File: config.mk
export PLATFORM = sky130hd
export DESIGN_NAME = esc_lane_tx
export DESIGN_NICKNAME = d
export VERILOG_FILES = /design/src/rtl/esc_tx_pkg.sv /design/src/rtl/esc_cmd_shreg.sv /design/src/rtl/esc_wake_timer.sv /design/src/rtl/esc_seq_ctrl.sv /design/src/rtl/esc_lane_tx.sv
export SDC_FILE = /design/constraint.sdc
export NUM_CORES = 1
export LEC_CHECK = 0
export BUFFER_PORTS_ARGS = -buffer_cell sky130_fd_sc_hd__buf_2
export CORE_MARGIN = 5
export CORE_UTILIZATION = 24
export CTS_CLUSTER_SIZE = 25
export DETAILED_ROUTE_END_ITERATION = 7
export PLACE_DENSITY = 0.48
export SLEW_MARGIN = 40
export SYNTH_ARGS = -nofsm -noshare
export SYNTH_HDL_FRONTEND = slang
export SYNTH_SLANG_ARGS = --single-unit
File: constraint.sdc
create_clock -name clk -period 2.7 [get_ports clk]
set_clock_uncertainty 0.1 [all_clocks]
set_input_delay 0.54 -clock clk [delete_from_list [all_inputs] [get_ports clk]]
set_output_delay 0.54 -clock clk [all_outputs]
set_load 0.005 [all_outputs]
File: src/rtl/esc_tx_pkg.sv
// Shared types for the escape command transmitter.
// Symbols are the pair {positive wire, negative wire}.
package esc_tx_pkg;

    typedef enum logic [2:0] {
        PH_IDLE,
        PH_ENTRY,
        PH_BITS,
        PH_TAIL,
        PH_HOLD,
        PH_WAKE
    } phase_t;

    localparam logic [1:0] SYM_STOP   = 2'b11;
    localparam logic [1:0] SYM_MARK_P = 2'b10;
    localparam logic [1:0] SYM_MARK_N = 2'b01;
    localparam logic [1:0] SYM_SPACE  = 2'b00;

    localparam int ENTRY_LEN = 4;

    // Line symbol for one step of the escape entry pattern.
    function automatic logic [1:0] entry_sym(input logic [1:0] idx);
        case (idx)
            2'd0:    return SYM_MARK_P;
            2'd2:    return SYM_MARK_N;
            default: return SYM_SPACE;
        endcase
    endfunction

    // Mark symbol for a data bit: ones on the positive wire, zeros on the negative.
    function automatic logic [1:0] bit_sym(input logic b);
        return b ? SYM_MARK_P : SYM_MARK_N;
    endfunction

endpackage

File: src/rtl/esc_cmd_shreg.sv
// Command shift register. It holds the byte being sent and presents the
// current head bit and the one behind it. It counts the bits left to send
// and flags whether the byte is the ultra-low-power code.
// Assumes load and advance are never asserted together, and CMD_W >= 2.
module esc_cmd_shreg #(
    parameter int          CMD_W     = 8,
    parameter logic [CMD_W-1:0] ULPS_CODE = 8'b0001_1110
) (
    input  logic             clk,
    input  logic             rst_n,
    input  logic             load,
    input  logic [CMD_W-1:0] load_data,
    input  logic             advance,
    output logic             head_bit,
    output logic             next_bit,
    output logic             last_bit,
    output logic             is_ulps
);
    localparam int CNT_W = (CMD_W > 2) ? $clog2(CMD_W) : 1;
    localparam logic [CNT_W-1:0] CNT_INIT = CNT_W'(CMD_W - 1);

    logic [CMD_W-1:0] data_q;
    logic [CNT_W-1:0] left_q;
    logic             ulps_q;

    // Load a new byte or shift toward the MSB as each bit completes.
    always_ff @(posedge clk) begin
        if (!rst_n) begin
            data_q <= '0;
            left_q <= '0;
            ulps_q <= 1'b0;
        end else if (load) begin
            data_q <= load_data;
            left_q <= CNT_INIT;
            ulps_q <= (load_data == ULPS_CODE);
        end else if (advance) begin
            data_q <= {data_q[CMD_W-2:0], 1'b0};
            left_q <= left_q - 1'b1;
        end
    end

    assign head_bit = data_q[CMD_W-1];
    assign next_bit = data_q[CMD_W-2];
    assign last_bit = (left_q == '0);
    assign is_ulps  = ulps_q;

    AST_NO_SHIFT_PAST_END: assert property (@(posedge clk) disable iff (!rst_n)
        advance |-> (left_q != '0));

endmodule

File: src/rtl/esc_wake_timer.sv
// Wake mark timer. It loads the requested length, with zero raised to one,
// and counts ticks while the wake mark is on the line. It flags the final tick.
// Assumes load is asserted only while run is low.
module esc_wake_timer #(
    parameter int WAKE_W = 8
) (
    input  logic              clk,
    input  logic              rst_n,
    input  logic              load,
    input  logic [WAKE_W-1:0] len,
    input  logic              run,
    input  logic              tick,
    output logic              done
);
    logic [WAKE_W-1:0] cnt_q;

    // Load the length, then count down once per tick during the wake mark.
    always_ff @(posedge clk) begin
        if (!rst_n) begin
            cnt_q <= '0;
        end else if (load) begin
            cnt_q <= (len == '0) ? WAKE_W'(1) : len;
        end else if (run && tick && cnt_q != WAKE_W'(1)) begin
            cnt_q <= cnt_q - 1'b1;
        end
    end

    assign done = (cnt_q == WAKE_W'(1));

    AST_WAKE_COUNT_LIVE: assert property (@(posedge clk) disable iff (!rst_n)
        run |-> (cnt_q != '0));

endmodule

File: src/rtl/esc_seq_ctrl.sv
// Sequence controller. It walks the lane through stop, entry, bit
// mark/space pairs, then either the closing mark or the parked state and
// wake mark. It holds the registered line symbol.
// Assumes tick is a one-cycle enable and that the shift register and timer
// answer combinationally from their own registers.
module esc_seq_ctrl
    import esc_tx_pkg::*;
(
    input  logic       clk,
    input  logic       rst_n,
    input  logic       tick,
    input  logic       cmd_valid,
    input  logic       wake_req,
    input  logic       head_bit,
    input  logic       next_bit,
    input  logic       last_bit,
    input  logic       is_ulps,
    input  logic       wake_done,
    output logic       load_cmd,
    output logic       advance,
    output logic       wake_load,
    output logic       wake_run,
    output phase_t     phase,
    output logic [1:0] sym
);
    phase_t     phase_q, phase_d;
    logic [1:0] sub_q, sub_d;
    logic       space_q, space_d;
    logic [1:0] sym_q, sym_d;

    // Next-state and next-symbol decision; everything but accept waits for a tick.
    always_comb begin
        phase_d   = phase_q;
        sub_d     = sub_q;
        space_d   = space_q;
        sym_d     = sym_q;
        load_cmd  = 1'b0;
        advance   = 1'b0;
        wake_load = 1'b0;
        case (phase_q)
            PH_IDLE: begin
                if (cmd_valid) begin
                    load_cmd = 1'b1;
                    phase_d  = PH_ENTRY;
                    sub_d    = 2'd0;
                    sym_d    = entry_sym(2'd0);
                end
            end
            PH_ENTRY: begin
                if (tick) begin
                    if (sub_q == 2'(ENTRY_LEN - 1)) begin
                        phase_d = PH_BITS;
                        space_d = 1'b0;
                        sym_d   = bit_sym(head_bit);
                    end else begin
                        sub_d = sub_q + 2'd1;
                        sym_d = entry_sym(sub_q + 2'd1);
                    end
                end
            end
            PH_BITS: begin
                if (tick) begin
                    if (!space_q) begin
                        space_d = 1'b1;
                        sym_d   = SYM_SPACE;
                    end else if (last_bit) begin
                        phase_d = is_ulps ? PH_HOLD : PH_TAIL;
                        sym_d   = is_ulps ? SYM_SPACE : SYM_MARK_P;
                    end else begin
                        advance = 1'b1;
                        space_d = 1'b0;
                        sym_d   = bit_sym(next_bit);
                    end
                end
            end
            PH_TAIL: begin
                if (tick) begin
                    phase_d = PH_IDLE;
                    sym_d   = SYM_STOP;
                end
            end
            PH_HOLD: begin
                if (tick && wake_req) begin
                    phase_d   = PH_WAKE;
                    sym_d     = SYM_MARK_P;
                    wake_load = 1'b1;
                end
            end
            PH_WAKE: begin
                if (tick && wake_done) begin
                    phase_d = PH_IDLE;
                    sym_d   = SYM_STOP;
                end
            end
            default: begin
                phase_d = PH_IDLE;
                sym_d   = SYM_STOP;
            end
        endcase
    end

    // State and symbol registers.
    always_ff @(posedge clk) begin
        if (!rst_n) begin
            phase_q <= PH_IDLE;
            sub_q   <= 2'd0;
            space_q <= 1'b0;
            sym_q   <= SYM_STOP;
        end else begin
            phase_q <= phase_d;
            sub_q   <= sub_d;
            space_q <= space_d;
            sym_q   <= sym_d;
        end
    end

    assign phase    = phase_q;
    assign sym      = sym_q;
    assign wake_run = (phase_q == PH_WAKE);

    AST_HOLD_NEEDS_ULPS: assert property (@(posedge clk) disable iff (!rst_n)
        (phase_q == PH_HOLD) |-> is_ulps);

endmodule

File: src/rtl/esc_lane_tx.sv
// Escape command transmitter for one data lane. It accepts a byte over a
// valid/ready handshake and sends it on two single-ended wires as spaced
// one-hot marks paced by tick. The ultra-low-power byte parks the lane
// until a wake request.
// Assumes tick is synchronous to clk and high for one cycle per bit slot.
module esc_lane_tx
    import esc_tx_pkg::*;
#(
    parameter int               CMD_W     = 8,
    parameter int               WAKE_W    = 8,
    parameter logic [CMD_W-1:0] ULPS_CODE = 8'b0001_1110
) (
    input  logic              clk,
    input  logic              rst_n,
    input  logic              tick,
    input  logic              cmd_valid,
    input  logic [CMD_W-1:0]  cmd_data,
    output logic              cmd_ready,
    input  logic              wake_req,
    input  logic [WAKE_W-1:0] wake_len,
    output logic              line_p,
    output logic              line_n,
    output logic              busy
);
    logic       load_cmd, advance, wake_load, wake_run, wake_done;
    logic       head_bit, next_bit, last_bit, is_ulps;
    phase_t     phase;
    logic [1:0] sym;

    esc_seq_ctrl u_ctrl (
        .clk       (clk),
        .rst_n     (rst_n),
        .tick      (tick),
        .cmd_valid (cmd_valid),
        .wake_req  (wake_req),
        .head_bit  (head_bit),
        .next_bit  (next_bit),
        .last_bit  (last_bit),
        .is_ulps   (is_ulps),
        .wake_done (wake_done),
        .load_cmd  (load_cmd),
        .advance   (advance),
        .wake_load (wake_load),
        .wake_run  (wake_run),
        .phase     (phase),
        .sym       (sym)
    );

    esc_cmd_shreg #(.CMD_W(CMD_W), .ULPS_CODE(ULPS_CODE)) u_shreg (
        .clk       (clk),
        .rst_n     (rst_n),
        .load      (load_cmd),
        .load_data (cmd_data),
        .advance   (advance),
        .head_bit  (head_bit),
        .next_bit  (next_bit),
        .last_bit  (last_bit),
        .is_ulps   (is_ulps)
    );

    esc_wake_timer #(.WAKE_W(WAKE_W)) u_timer (
        .clk   (clk),
        .rst_n (rst_n),
        .load  (wake_load),
        .len   (wake_len),
        .run   (wake_run),
        .tick  (tick),
        .done  (wake_done)
    );

    // Port mapping of the registered symbol and the phase.
    assign line_p    = sym[1];
    assign line_n    = sym[0];
    assign busy      = (phase != PH_IDLE);
    assign cmd_ready = !busy;

    AST_IDLE_IS_STOP: assert property (@(posedge clk) disable iff (!rst_n)
        !busy |-> (line_p && line_n));
    AST_QUIET_WITHOUT_TICK: assert property (@(posedge clk) disable iff (!rst_n)
        (!tick && !(cmd_valid && cmd_ready)) |=> $stable({line_p, line_n}));
    AST_ACCEPT_STARTS_ENTRY: assert property (@(posedge clk) disable iff (!rst_n)
        (cmd_valid && cmd_ready) |=> (busy && line_p && !line_n));
    AST_BUSY_NEVER_STOP: assert property (@(posedge clk) disable iff (!rst_n)
        busy |-> !(line_p && line_n));
    AST_REFUSE_WHILE_BUSY: assert property (@(posedge clk) disable iff (!rst_n)
        busy |-> !cmd_ready);

endmodule

# Yosys cells after proc, flatten, opt, wreduce, memory -nomap -nowiden
# Index checks and enable logic that the tools add are counted.
[word_totals]
reg_bits = 28
latch_bits = 0
mem_bits_rw = 0
rom_bits = 0
inputBits = 21
output_inout_bits = 4
wordCells = 99
memories = 0
[op_classes]
addsub = 3
mul = 0
div_mod_pow = 0
magnitude_cmp = 0
n_eq_ne = 20
shifts = 0
muxes = 50
bitwise_logic = 0
n_reduce_logical = 18
[ops]
columns = ["cell", "n"]
rows = [
  ["$mux 8", 5],
  ["$mux 3", 12],
  ["$mux 2", 15],
  ["$pmux 3 s6", 1],
  ["$ne 2x2->1 const B", 7],
  ["$mux 1", 13],
  ["$pmux 2 s6", 1],
  ["$reduce_and 9->1", 1],
  ["$eq 8x1->1 const B", 1],
  ["$eq 8x5->1 const B", 1],
  ["$logic_not 8->1", 1],
  ["$ne 8x1->1 const B", 1],
  ["$pmux 2 s2", 2],
  ["$reduce_and 4->1", 2],
  ["$reduce_bool 2->1", 4],
  ["$sub 8x1->8 const B", 1],
  ["$eq 3x2->1 const B", 2],
  ["$eq 3x3->1 const B", 2],
  ["$logic_not 3->1", 2],
  ["$ne 2x1->1 const B", 3],
  ["$reduce_and 6->1", 1],
  ["$eq 2x2->1 const B", 2],
  ["$logic_and 1x1->1", 4],
  ["$eq 3x1->1 const B", 1],
  ["other kinds (6)", 6],
]

# Depth between registers and ports, before layout
# Gate-level depths: netlist of the first run.
[depth]
ltp_word = 7
ltp_mapped = 8
ltp_nobuf = 8

# Hierarchy
# A second synthesis of the first run with hierarchy kept.
[unflattened]
cells_unflattened = 203
area_unflattened_um2 = 1828.0
[by_module_without_submodules]
columns = ["module", "instances", "cells_each", "area_per_inst_um2", "seq_area_each_um2"]
rows = [
  ["esc_seq_ctrl", 1, 83, 710.7, 160.2],
  ["esc_cmd_shreg", 1, 58, 604.3, 240.2],
  ["esc_wake_timer", 1, 60, 501.7, 160.2],
  ["esc_lane_tx", 1, 2, 11.3, 0.0],
]

# Worst setup path after synthesis of the first run
# OpenSTA, ideal clock, no wires.
[synth_path]
path_type = "register -> register"
start = "register u_shreg.left_q[0]"
end = "register u_shreg.left_q[2]"
setup_time_ns = 0.086
arrival_time_ns = 1.906
required_time_ns = 2.514
slack_ns = 0.608
path_stages_with_launch = 9
path_buffers = 1
period_less_slack_ns = 2.092
path_cell_list = "dfxtp_1 -> inv_1 -> ha_1 -> ha_1 -> nand2b_1 -> nor3_1 -> clkbuf_1 -> nor3_1 -> a211oi_1"
[synth_via]
elab_chain_cells = 6
word_cells_on_any_way = 9
cone_classes = "add/sub: 1; mux: 6; reduce/logical: 2"
[synth_lines]
columns = ["item", "line_no", "text"]
rows = [
  ["start: declaration", "esc_cmd_shreg.sv:23", "logic [CNT_W-1:0] left_q;"],
  ["start signal: assignment", "esc_cmd_shreg.sv:38", "left_q <= left_q - 1'b1;"],
  ["$logic_not 3->1", "esc_cmd_shreg.sv:44", "assign last_bit = (left_q == '0);"],
  ["$mux 1", "esc_seq_ctrl.sv:66", "end else if (last_bit) begin"],
  ["$mux 1", "esc_seq_ctrl.sv:63", "if (!space_q) begin"],
  ["$mux 1", "esc_seq_ctrl.sv:62", "if (tick) begin"],
  ["$mux 1", "esc_seq_ctrl.sv:40", "case (phase_q)"],
  ["$reduce_bool 2->1 (no source line)", "-", ""],
]
# Parallel ways exist; a longest one is shown, timed or not. The select of a mux whose other input is x is not followed.
# A chain may end at the register's enable or synchronous reset.

# Worst setup path in the final report of the first run
[layout_path]
start = "register u_ctrl.phase_q[1], in the netlist u_ctrl.phase[1]"
end = "register u_ctrl.phase_q[2], in the netlist u_ctrl.phase[2]"
[layout_via]
elab_chain_cells = 3
word_cells_on_any_way = 17
cone_classes = "eq/ne: 14; mux: 1; reduce/logical: 2"
[layout_lines]
columns = ["item", "line_no", "text"]
rows = [
  ["start: declaration", "esc_seq_ctrl.sv:26", "phase_t phase_q, phase_d;"],
  ["start signal: assignment", "esc_seq_ctrl.sv:110", "phase_q <= phase_d;"],
  ["$eq 3x3->1 (tied with other cells)", "esc_seq_ctrl.sv:40", ""],
  ["$ne 2x2->1 (no source line) / $ne 2x1->1 (equally long branches)", "-", ""],
  ["$reduce_and 9->1 (no source line)", "-", ""],
]
# Parallel ways exist; a longest one is shown, timed or not.

==> results, run 1 <==
- Data on the critical path arrives at its endpoint at about 2.2 ns.
- For this design the static power due to leakage is around 0.00071 µW.
- The die is roughly 92 µm tall.
- The cell area that synthesis handed to floorplanning was between 1500 and 2000 µm².
- In this run the worst hold path is classified as flip-flop to flip-flop.
- The largest voltage drop on the vdd net is 0.2483 mV.
- The finished cells cover between 1500 and 2000 µm².
- The clock period minus worst slack is ~2 ns.
- The met3 wire length is between 100 and 150 µm.
- The site row count is 29.
- The number of antenna diodes is 0.
- Using the TritonRoute via totals, the vias-per-cell ratio works out to slightly above 5.
- For the worst-skew pair, the clock arrives at the later sink with an insertion delay of 0.28 ns.
- The number of nets handed over by synthesis was around 230.
- For this block, the routed nets add up to 4011 µm of wire.
- The overall via count from detail_route is between 1500 and 2000.
- The met2 wire length is approximately 1800 µm.
- The internal power consumption is between 800 and 900 µW.
- The number of clock buffers added by TritonCTS is 3.
- The count of antenna-violating nets left after detailed routing is 0.
- The share of flip-flops with an asynchronous set or reset after synthesis is 0.
- The filler cells instantiated in the layout total between 600 and 700.
- In this run the cell area measured after placement is 1815 µm².
- For this run, design rule violations remaining after detail routing come to 0.
- For this block, the initial DRC count from the detailed router was 86.
- After detailed routing, the average wire length per cell comes to 13.28 µm.
- Of the synthesized area, sequential elements account for 0.3511.
- The worst setup slack after placement is between 0.4 and 0.5 ns.
- The starting density of the core is 0.2486.
- The post-synthesis register bit count is 28.
- Yosys mapped a number of flops with a built-in enable equal to 0.
- The pin slew with the least headroom to its limit is 0.6231 ns.
- The total area inside the core boundary comes to 6422 µm².
- The total setup violations reported at the end of the flow is 0.
- The launching element type of the critical path is a flip-flop.
- The number of hold violations in the final report was 0.
- In this run the clock root is driven by a clkbuf_8.
- The number of cells on the worst hold path is 2.
- Synthesis instantiated 44 different standard cells from the library.
- The post-cts sizing count is 0.
- The Yosys warning count is 0.
- The worst setup path is captured at a flip-flop.
- The final cell utilization of the core is 0.2938.
- Once routing completed, OpenROAD measured the worst setup slack at 0.6468 ns.
- The share of total power dissipated in the clock network is 0.281.
- The share of total power dissipated in combinational logic is 0.306.
- The via count of the first global-routing pass came to 1443.
- The critical path goes through or4b_4 -> and3_4 -> or4_1 -> a21oi_1.
- Dividing the final minimum period by the clock period gives 0.7605.
- The post-DP HPWL is ~3000 µm.
- After layout, the design draws a total of around 1200 µW.
- On the worst path, the slowest cell contributes a delay of about 0.60 ns.
- Summed over all nets, the switching power comes to around 380 µW.
- The flow ran to the end, and the final reports show no timing, DRC or antenna violations.
- The maximum root-to-sink buffer count is 2.
- Entering global routing, the biggest net connects 20 pins.
- Synthesis handed over a netlist of 201 instances.
- The max-slew violation count was 0.
- Counting every sink on the clock net gives 28.
- Clock-pin slew was measured on the worst setup and hold paths at approximately 0.10 ns.
- For the worst flop-to-flop path, the logic depth is 4.
- For this block, wires on met1 add up to just over 2000 µm.
- Post-CTS timing repair inserted 0 buffers for setup.
- The quantity of I/O buffers inserted on ports is 24.
- The die outline area is about 8400 µm².
- Signal routing reaches up to met4.
- Dividing total power by cell area gives a power density of 640.4 nW/µm².
- The fraction of layout cells with a size suffix above 1 is 0.1822.
- After global routing the overflow that remains totals 0.
- The clock tree from TritonCTS is yes.
- For this design, the CTS-stage hold fixing added 0 buffers.
- The critical path is of the flip-flop to flip-flop type.
- In the final timing run, aggregate negative setup slack is 0 ns.
- The horizontal die dimension is slightly above 90 µm.
- For the worst setup path, the data required time is ~2.8 ns.
- Measured against its own limit, the worst slew margin works out to 0.5811.
- A synthesized cell averages approximately 7.9 µm².
- The library cell contributing the largest single delay on the critical path is or4b_4.
- Setup repair after global routing left no endpoint under its margin.
- For this design the top-level I/O count stands at 25.
- The first-pass GRT wire length is 6748 µm.
- Across every metal layer, demand over resource in global routing totals 0.09734.
- The sequential share of power is 0.413.
- The maximum net fanout on the critical path is 10.
- The most common flop cell mapped by yosys is dfxtp_1.
- In the final design database the tool counted around 250 nets.
- The weighted congestion at the end of routability-driven global placement is just under 0.8.
- The number of antenna violations at the first check in global routing is 0.
- The achievable frequency is just under 500 MHz.
- The detailed-routing iteration count for the pre-antenna-repair pass is 5.
- The growth of design area from synthesis to finish is 18.18%.
- Across the run, the number of max-cap violations was 0.
- The switching share of power is 0.3152.
- In this run the number of H-tree levels came out at 1.
==> routing by layer <==
layer,vias to the layer above,track usage
li1,786,-
met4,0,0.03769
met5,-,0
met1,708,0.1295
met3,4,0.01653
met2,24,0.1564
==> critical path, delay by kind of cell, from the launching register on <==
family             cells  cell delay, ns
AOI/OAI and AO/OA      1            0.13
DFF                    1            0.42
and+or+nand+nor        3            1.31
==> worst paths after layout <==
kind	startpoint	slack, ns	to
setup / recovery	u_ctrl.phase[1]$_SDFFE_PN0P_	0.65	u_ctrl.phase[2]$_SDFFE_PN0P_
hold / removal	u_shreg.data_q[3]$_SDFFE_PN0P_	0.37	u_shreg.data_q[3]$_SDFFE_PN0P_
setup reg to reg	u_ctrl.phase[1]$_SDFFE_PN0P_	0.65	u_ctrl.phase[2]$_SDFFE_PN0P_
hold reg to reg	u_shreg.data_q[3]$_SDFFE_PN0P_	0.37	u_shreg.data_q[3]$_SDFFE_PN0P_
==> through the flow <==
step | cells | hold slack (ns)
after floorplan | 201 | 0.3360
after global placement | 298 | 0.3474
after detailed placement | 298 | 0.3536
after CTS | 302 | 0.3694
after global routing | 302 | 0.3849
final | 302 | 0.3659
==> state kept, by name, summed over array words and instances, names as in the netlist <==
name / cells
u_timer.cnt_q: 8
u_ctrl.sym: 2
u_ctrl.sub_q: 2
u_shreg.is_ulps: 1
u_ctrl.space_q: 1
u_ctrl.phase: 3
u_shreg.data_q: 8
u_shreg.left_q: 3
==> cells in the mapped netlist (2+ instances only) <==
library cell | count | area [µm²]
a21oi_1 | 22 | 110.1
mux2i_1 | 3 | 30.03
o211ai_1 | 2 | 15.01
nand2b_1 | 6 | 37.54
inv_1 | 8 | 30.03
a22oi_1 | 7 | 52.55
clkbuf_1 | 9 | 33.78
nor2_1 | 15 | 56.30
nor3_1 | 12 | 60.06
a211oi_1 | 6 | 45.04
or3_1 | 3 | 18.77
nand3_1 | 6 | 30.03
and3_1 | 2 | 12.51
dfxtp_1 | 28 | 560.5
or4_1 | 3 | 22.52
xnor2_1 | 2 | 17.52
ha_1 | 6 | 75.07
nor2b_1 | 4 | 25.02
a2bb2oi_1 | 2 | 17.52
nand2_1 | 18 | 67.56
nand3b_1 | 2 | 15.01
a31oi_1 | 4 | 25.02
o21ai_0 | 10 | 50.05
==> power groups by stage <==
stage                     logic, µW  clock network [µW]  registers (µW)
after global placement          371                   0             511
final                           370                 339             499
after global routing            418                 361             509
after CTS                       374                 353             500
after floorplan                 263                   0             500
after detailed placement        373                   0             509
==> logic make-up after synthesis <==
| group | Yosys count | synth area share |
|---|---|---|
| XOR/XNOR | 2 | 0.01097 |
| flip-flops | 28 | 0.3511 |
| buffers and inverters | 20 | 0.05250 |
| adder cells (fa/ha/maj) | 6 | 0.04702 |
| multiplexers | 4 | 0.02586 |
| AND/OR/NAND/NOR | 78 | 0.2633 |
| AO/OA/AOI/OAI | 63 | 0.2492 |
==> layout by cell type, fill, tap and decap left out, types with 2 or more instances in the layout <==
master	n
dfxtp_1	28
buf_2	24
a21oi_1	22
nand2_1	18
nor2_1	15
nor3_1	12
o21ai_0	10
inv_1	8
a22oi_1	7
buf_4	7
nand3_1	6
nand2b_1	6
a211oi_1	6
ha_1	6
a31oi_1	4
nor2b_1	4
or3_1	3
or4_1	3
mux2i_1	3
clkbuf_8	3
o211ai_1	2
a2bb2oi_1	2
xnor2_1	2
nand3b_1	2
and3_1	2
==> cell type report <==
type	instances	area [µm²]	area share
Tap cell	77	96.34	0.05106
Clock inverter	1	30.03	0.01592
Inverter	9	33.78	0.01790
Clock buffer	3	41.29	0.02188
Sequential cell	28	560.5	0.2971
Multi-Input combinational cell	153	952.2	0.5046
Timing Repair Buffer	31	172.7	0.09151
Note: power is estimated with default switching activity, not from simulation.
==> inputs of run 2 (changes only) <==
==> constraint.sdc (replaced) <==
create_clock -name clk -period 2 [get_ports clk]
set_clock_uncertainty 0.1 [all_clocks]
set_input_delay 0.4 -clock clk [delete_from_list [all_inputs] [get_ports clk]]
set_output_delay 0.4 -clock clk [all_outputs]
set_load 0.005 [all_outputs]
==> run 2 against run 1 <==
Effect of this change:
- wire length up 4.4%
- highest routed layer unchanged
- largest cell class unchanged
- critical path depth up 4
- non-clock buffer count up 10
==> results, run 2 (same netlist as run 1, synthesis figures left out) <==
- The flow ran to the end, and the final reports show no timing, DRC or antenna violations.
- The count of max-cap constraint violations is 0 (unchanged).
- The number of antenna violations at the first check in global routing is 0 (unchanged).
- The growth of design area from synthesis to finish is 25.24%.
- The largest voltage drop on the vdd net is 0.3989 mV (+61%).
- The post-cts sizing count is 0 (unchanged).
- The leakage power of the design came to 0.0007673 µW (+8.6%).
- The CTS root buffer is clkbuf_8.
- The placed cell count is 308 (+3.4%).
- The ratio of total power to cell area is 834.2 nW/µm² (+30%).
- The clock input transition at the sequential cells of the worst setup and hold paths is 0.10 ns (about the same).
- The post-DP HPWL is 3145 µm (+5.6%).
- The detailed-routing iteration count for the pre-antenna-repair pass is 4 (-1).
- The worst setup path is captured at a flip-flop.
- Following the worst setup path forward leads to its endpoint at u_shreg.data_q[1]$_SDFFE_PN0P_.
- The clock net sink count came to 28 (unchanged).
- The starting density of the core is 0.2486 (unchanged).
- The reg-to-reg critical path startpoint is u_shreg.left_q[0]$_SDFFE_PN0P_.
- The detailed-route DRC error count is 0 (unchanged).
- The overall via count from detail_route is 1541 (+1.2%).
- The number of buffers created by CTS is 3 (unchanged).
- The count of pins on the block boundary was 25 (unchanged).
- The count of antenna-violating nets left after detailed routing was 0 (unchanged).
- The weighted congestion at the end of routability-driven global placement is 0.7733 (-1.0%).
- The layout filler cell count is 691 (-0.43%).
- The worst setup slack after placement is 0.06909 ns (-0.4117 ns).
- The flop-to-flop setup slack was 0.1 ns (-0.55 ns).
- The max-slew violation count came to 0 (unchanged).
- The die height is 91.56 µm (unchanged).
- The number of antenna diodes is 0 (unchanged).
- The total number of nets in the final design came to 263 (+4.0%).
- The number of standard cells in the layout, taps in and fillers out is 312 (+3.3%).
- The total routing usage reported by global routing was 0.1069 (+0.009595).
- The total number of H-tree levels is 1 (unchanged).
- TritonCTS built the clock tree.
- In this run the worst setup path begins at u_shreg.left_q[0]$_SDFFE_PN0P_.
- The multi-input combinational cell area is 977.2 µm² (+2.6%).
- The first-pass GRT wire length is 7431 µm (+10%).
- The detail-routed net length per standard cell came to 13.42 µm (+1.0%).
- The maximum net fanout on the critical path is 15 (+5).
- The switching power was 522.7 µW (+37%).
- In the layout the commonest cells are dfxtp_1, buf_2, a21oi_1.
- The sequential share of power is 0.401 (-0.012).
- The achievable frequency was 526.2 MHz (+8.0%).
- The worst-case hold slack is 0.2780 ns (-0.08790 ns).
- The cell area after layout is 1999 µm² (+6.0%).
- The quantity of I/O buffers inserted on ports was 24 (unchanged).
- The most frequent standard cell in the layout excluding fill and tap cells is dfxtp_1.
- The clock period minus worst slack came to 1.900 ns (-0.1529 ns).
- The total setup violations reported at the end of the flow was 0 (unchanged).
- The remaining global-route overflow is 0 (unchanged).
- The terminus of the critical flop-to-flop path is u_shreg.data_q[1]$_SDFFE_PN0P_.
- The tightest min-delay check is of the input port to flip-flop type.
- The share of the clock period used by the worst path is 0.9502 (+0.1897).
- The vias per cell is 4.939 (-2.0%).
- The maximum root-to-sink buffer count is 2 (unchanged).
- The area occupied by registers is 560.5 µm² (unchanged).
- The core footprint was 6422 µm² (unchanged).
- The horizontal die dimension is 91.56 µm (unchanged).
- The clock latency on the worst-skew pair is 0.27 ns (about the same).
- The final wirelength is 4187 µm (+4.4%).
- The arrival time at the worst endpoint was 1.97 ns (-0.18 ns).
- Setup repair after global routing could not meet its margin everywhere.
- The iteration-0 DRC count of the detailed router was 97 (+13%).
- The number of hold violations in the final report is 0 (unchanged).
- The buffer count from post-CTS setup fixing is 0 (unchanged).
- The internal power consumption came to 1145 µW (+38%).
- The final setup slack of the worst path is 0.09966 ns (-0.5471 ns).
- The part of the power in the clock network is 0.268 (-0.013).
- The largest registers in the layout are u_shreg.data_q (8), u_timer.cnt_q (8).
- The pin slew with the least headroom to its limit is 0.2952 ns (-0.3279 ns).
- The die outline area is 8383 µm² (unchanged).
- The worst reg2reg path depth is 8 (+4).
- The power share of the combinational group came to 0.331 (+0.025).
- The launching element type of the critical path is a flip-flop.
- The total cell area at the placement stage is 1908 µm² (+5.1%).
- The via count of the first global-routing pass is 1558 (+8.0%).
- The data required time of the critical path is 2.07 ns (-0.73 ns).
- The hold buffer count at cts is 0 (unchanged).
- The fraction of layout cells with a size suffix above 1 was 0.2340 (+0.05182).
- The critical path class is flip-flop to flip-flop.
- The switching share of power was 0.3134 (-0.001778).
- The total negative setup slack is 0 ns (unchanged).
- The site row count is 29 (unchanged).
- The largest net degree at the start of global routing was 17 (-15%).
- The remaining max-slew budget at the tightest pin is 0.8017 (+0.2205).
-- run 2: metal layers --
| layer | track usage | vias up | part of all wire |
|---|---|---|---|
| met5 | 0 | - | 0 |
| met4 | 0.03769 | 0 | 0.0093 |
| met3 | 0.01322 | 2 | 0.019 |
| met2 | 0.1631 | 13 | 0.46 |
| met1 | 0.1538 | 719 | 0.51 |
| li1 | - | 807 | - |
-- run 2: critical path, stage by stage (launching register included) --
cell and delay (ns):
dfxtp_1 0.37, inv_1 0.06, ha_1 0.20, ha_1 0.22, nand2b_1 0.21, nor3_4 0.17
buf_12 0.16, mux2i_1 0.22, a211oi_2 0.09
-- run 2: cell type report --
type / instances / share of cell area
clock inverters: 1 / 0.01502
flip-flops and latches: 28 / 0.2804
well taps: 77 / 0.04819
repair buffers: 41 / 0.1302
clock buffers: 3 / 0.02065
inverters: 9 / 0.01690
multi-input cells: 153 / 0.4887
-- run 2: worst min path at each step --
stage,startpoint,to,slack [ns],cells past startpoint
floorplan,u_shreg.data_q[2]$_SDFFE_PN0P_,u_shreg.data_q[2]$_SDFFE_PN0P_,0.34,2
global placement,u_shreg.data_q[2]$_SDFFE_PN0P_,u_shreg.data_q[2]$_SDFFE_PN0P_,0.35,2
detailed placement,u_shreg.data_q[5]$_SDFFE_PN0P_,u_shreg.data_q[5]$_SDFFE_PN0P_,0.35,2
CTS,cmd_data[0],u_shreg.data_q[0]$_SDFFE_PN0P_,0.27,3
global route,cmd_data[0],u_shreg.data_q[0]$_SDFFE_PN0P_,0.27,3
finish,cmd_data[0],u_shreg.data_q[0]$_SDFFE_PN0P_,0.28,3
-- run 2: power by group through the flow --
stage / Clock, µW / Sequential, µW / Combinational [µW]
after floorplan: 0 / 675 / 355
after CTS: 474 / 670 / 546
final: 447 / 669 / 552
after global routing: 494 / 679 / 625
after detailed placement: 0 / 682 / 544
after global placement: 0 / 685 / 537
-- run 2: stage by stage --
stage,total power [µW],util
CTS,1691,0.3082
detailed placement,1226,0.2971
global route,1798,0.3113
floorplan,1030,-
global placement,1222,0.2971
finish,1668,0.3113
